==> config.mk <==
export PLATFORM = sky130hd
export DESIGN_NAME = supply_guard
export DESIGN_NICKNAME = d
export VERILOG_FILES = /design/src/rtl/supply_guard.sv
export SDC_FILE = /design/constraint.sdc
export NUM_CORES = 1
export LEC_CHECK = 0
export BUFFER_PORTS_ARGS = -buffer_cell sky130_fd_sc_hd__buf_2
export CAP_MARGIN = 10
export CORE_MARGIN = 8
export CORE_UTILIZATION = 51
export CTS_CLUSTER_DIAMETER = 60
export DETAILED_ROUTE_END_ITERATION = 12
export GPL_ROUTABILITY_DRIVEN = 0
export MAX_ROUTING_LAYER = met4
export PLACE_DENSITY = 0.82
export SYNTH_ARGS = -nofsm -noshare
export SYNTH_HDL_FRONTEND = slang
export SYNTH_SLANG_ARGS = --single-unit
==> constraint.sdc <==
create_clock -name clk -period 1.95 [get_ports clk]
set_clock_uncertainty 0.15 [all_clocks]
set_input_delay 0.195 -clock clk [delete_from_list [all_inputs] [get_ports clk]]
set_output_delay 0.195 -clock clk [all_outputs]
set_load 0.05 [all_outputs]
==> src/rtl/supply_guard.sv <==
module supply_guard #(
  parameter int REC_CYCLES = 1024
) (
  input  logic clk,
  input  logic rst_n,
  input  logic pf_flag,
  input  logic so_flag,
  input  logic ce_req_n,
  output logic sys_rst_o,
  output logic mem_ce_n,
  output logic reg_lock,
  output logic on_batt,
  output logic pins_oe
);
  localparam int CW = $clog2(REC_CYCLES + 1);
  localparam logic [CW-1:0] LAST = CW'(REC_CYCLES - 1);

  typedef enum logic [1:0] {NORMAL, PROTECT, BATTERY, RECOVER} state_t;

  state_t state, nxt;
  logic [1:0] pf_sync, so_sync;
  logic [CW-1:0] cnt;
  logic pf_s, so_s, bad, guarded, done;

  always_ff @(posedge clk or negedge rst_n) begin
    if (!rst_n) begin
      pf_sync <= 2'b11;
      so_sync <= 2'b00;
    end else begin
      pf_sync <= {pf_sync[0], pf_flag};
      so_sync <= {so_sync[0], so_flag};
    end
  end

  assign pf_s = pf_sync[1];
  assign so_s = so_sync[1];
  assign bad  = pf_s | so_s;
  assign done = (cnt == LAST);

  always_comb begin
    nxt = state;
    case (state)
      NORMAL:  if (so_s) nxt = BATTERY; else if (pf_s) nxt = PROTECT;
      PROTECT: if (so_s) nxt = BATTERY; else if (!pf_s) nxt = RECOVER;
      BATTERY: if (!so_s) nxt = PROTECT;
      RECOVER: if (so_s) nxt = BATTERY; else if (pf_s) nxt = PROTECT;
               else if (done) nxt = NORMAL;
      default: nxt = PROTECT;
    endcase
  end

  always_ff @(posedge clk or negedge rst_n) begin
    if (!rst_n) begin
      state <= PROTECT;
      cnt   <= '0;
    end else begin
      state <= nxt;
      if (state == RECOVER && nxt == RECOVER) cnt <= cnt + 1'b1;
      else cnt <= '0;
    end
  end

  assign guarded   = (state != NORMAL) | bad;
  assign reg_lock  = guarded;
  assign sys_rst_o = guarded;
  assign mem_ce_n  = guarded | ce_req_n;
  assign on_batt   = (state == BATTERY);
  assign pins_oe   = ~on_batt;
endmodule

==> metrics <==
largest net degree at the start of global routing=18; CP endpoint kind=output pin; CTS H-Tree Depth=1; first-pass GRT wire length=2.139 mm; residual DRC count=0; syn nets=74; Antenna Cells=0; Hold Violations, Final=0; Vias=573; GR Layer Usage met3=0.03743; total track usage=0.1017; Max Fclk=0.5156 GHz; Avg Vias per Cell=5.510; RSZ-0062 raised after global routing=true; Leak=0.0003868 µW; Worst R2R Path Depth=4; status=finished clean; mapped cell area=779.5 µm²; core area=0.001471 mm²; Congestion Overflow GR=0; TritonCTS clock tree=done; largest area contributor in the netlist=dfrtp_1; share of layout cells above drive strength 1=0.3523; Port Buffers=9; area delta synth->final=21.03%; max-slew violations=0; maxcap violations=0; TritonCTS buffer count=3; CTS Sinks=17; Die Area=0.003035 mm²; class of the worst hold path=input pin to asynchronous set/reset pin; critical path's slowest cell=or4_4; share of the synthesized area in the top cell type=0.4494; fin crit share=0.9946; Ys Warns=0; Worst setup SP type=flop; Final Util=0.6412; critical path class=flop to output pin; Rel. slew slack=0.7564; minimum clock period=1.939 ns; Most Crowded Layer GR=met2; nets=95; I/O Pins=10; post-placement cell count=93; initial antenna violation count=0; grt met1 use=0.1111; Syn Inst Count=68; initial core utilization=0.5298; CP Max Fanout=3; post-synth cell types=28; crit-path max cell delay=0.53 ns; register area share after synthesis=0.5506; FF-to-FF setup slack=0.26 ns; DIE WIDTH=55.10 µm; Root Driver=clkbuf_4; worst slack at placement=0.1619 ns; most frequent cells in the layout=14 x dfrtp_1, 8 x buf_2, 6 x buf_4; CTS Buffer Depth=2; vias in the first global route=520; Worst-Margin Slew=0.3654 ns; CTS clk-pin slew, worst paths=0.09 ns; ANT nets after route=0; die span in y=55.10 µm; Req. time, crit path=1.60 ns; cell row count=14; syn avg cell area=11.46 µm²; number of fillers in the final layout=121; synth top area cells=dfrtp_1 45%, dfstp_2 10%, o31ai_1 3.9%, o41ai_4 3.5%, a21oi_1 3.2%; Critical Path AT=1.59 ns; Pre-antenna DRT Iters=4; P per Cell Area=654.3 mW/mm²; placed wire-length estimate=989.5 µm; Clock Latency Late Sink=0.29 ns; Iter 0 DRT Violations=11; Layout Cells excl Fill=104; IR drop worst, VDD=0.4688 mV; Setup violations, final=0; Cell Chain, Critical Path=or4_4, or2_4, buf_8; flops & latches, synth=17; Worst Setup Slack, final=0.01062 ns; most common cell after layout, fill and taps aside=dfrtp_1; WL/cell=13.54 µm; met2 usage=0.1567; Routed WL=1.408 mm
## cell type report
| class | count | area, µm² | area share |
|---|---|---|---|
| inverters | 5 | 18.77 | 0.01989 |
| multi-input cells | 44 | 319.1 | 0.3382 |
| repair buffers | 18 | 130.1 | 0.1379 |
| flip-flops and latches | 17 | 429.2 | 0.4549 |
| clock buffers | 4 | 26.28 | 0.02785 |
| well taps | 16 | 20.02 | 0.02122 |
## metrics by stage
stage / TNS, ns / total power (µW) / area (µm²) / hold WS (ns)
3_3_place_gp: 0 / 424.0 / 844.6 / -0.02714
3_5_place_dp: 0 / 426.7 / 844.6 / -0.02099
5_1_grt: -0.04264 / 642.5 / 943.4 / 0.2196
2_1_floorplan: 0 / 406.3 / 783.3 / -0.2506
4_1_cts: -0.006142 / 615.1 / 920.9 / 0.2081
6_report: 0 / 617.2 / 943.4 / 0.1986
## flip-flops by register name, summed over array words and instances (netlist names)
name	count
cnt	11
pf_sync	2
so_sync	2
state	2
## what timing repair did
item,4_1_cts,5_1_grt
gates cloned,0,0
hold buffers,3,0
resized for setup,4,0
endpoints found under the hold margin,19,0
buffers inserted,1,3
pin swaps,0,1
endpoints found under the setup margin,1,1
## Yosys cell counts (all sizes together)
| cell | count |
|---|---|
| nand2 | 3 |
| or4 | 4 |
| and4bb | 1 |
| o311a | 1 |
| ha | 1 |
| xor2 | 2 |
| nor4 | 1 |
| buf | 2 |
| or3 | 2 |
| a31oi | 1 |
| dfstp | 3 |
| dfrtp | 14 |
| o31ai | 4 |
| inv | 5 |
| o21ai | 2 |
| or2 | 1 |
| nor2 | 5 |
| xnor2 | 1 |
| nand2b | 1 |
| nand3 | 5 |
| a21oi | 6 |
| nand4 | 1 |
| o41ai | 1 |
| a41oi | 1 |
## routing by layer
| layer | wire length [µm] | vias up |
|---|---|---|
| met3 | 116 | 3 |
| met2 | 628 | 19 |
| met5 | 0 | - |
| li1 | - | 288 |
| met1 | 638 | 263 |
| met4 | 25 | 0 |
## kinds of logic after synthesis
| family | Yosys count | synth area share |
|---|---|---|
| AO/OA/AOI/OAI | 16 | 0.1637 |
| XOR/XNOR | 3 | 0.03371 |
| adder cells (fa/ha/maj) | 1 | 0.01605 |
| buffers and inverters | 7 | 0.04816 |
| flip-flops | 17 | 0.5506 |
| AND/OR/NAND/NOR | 24 | 0.1878 |
## path summary, 6_finish.rpt
| kind | from | endpoint |
|---|---|---|
| max in group asynchronous | rst_n | pf_sync[0] |
| min reg2reg | pf_sync[0] | pf_sync[1] |
| max | pf_sync[1] | mem_ce_n |
| max reg2reg | cnt[0] | cnt[8] |
| min | rst_n | cnt[6] |
| min in group clk | pf_sync[0] | pf_sync[1] |
## worst max-delay path: cells and delay by family (launching register included)
| family | cells | cell delay [ns] |
|---|---|---|
| buffers and inverters | 1 | 0.15 |
| AND/OR/NAND/NOR | 2 | 0.78 |
| flip-flops | 1 | 0.38 |
## power by group
group | total, µW | switching, µW | leakage, µW | internal (µW)
Sequential | 369 | 5.64 | 0.000219 | 363
Clock | 184 | 104 | 0.0000150 | 79.5
Combinational | 64.7 | 39.3 | 0.000152 | 25.5
Total | 617 | 149 | 0.000387 | 468
Power figures use the tool's default switching activity.
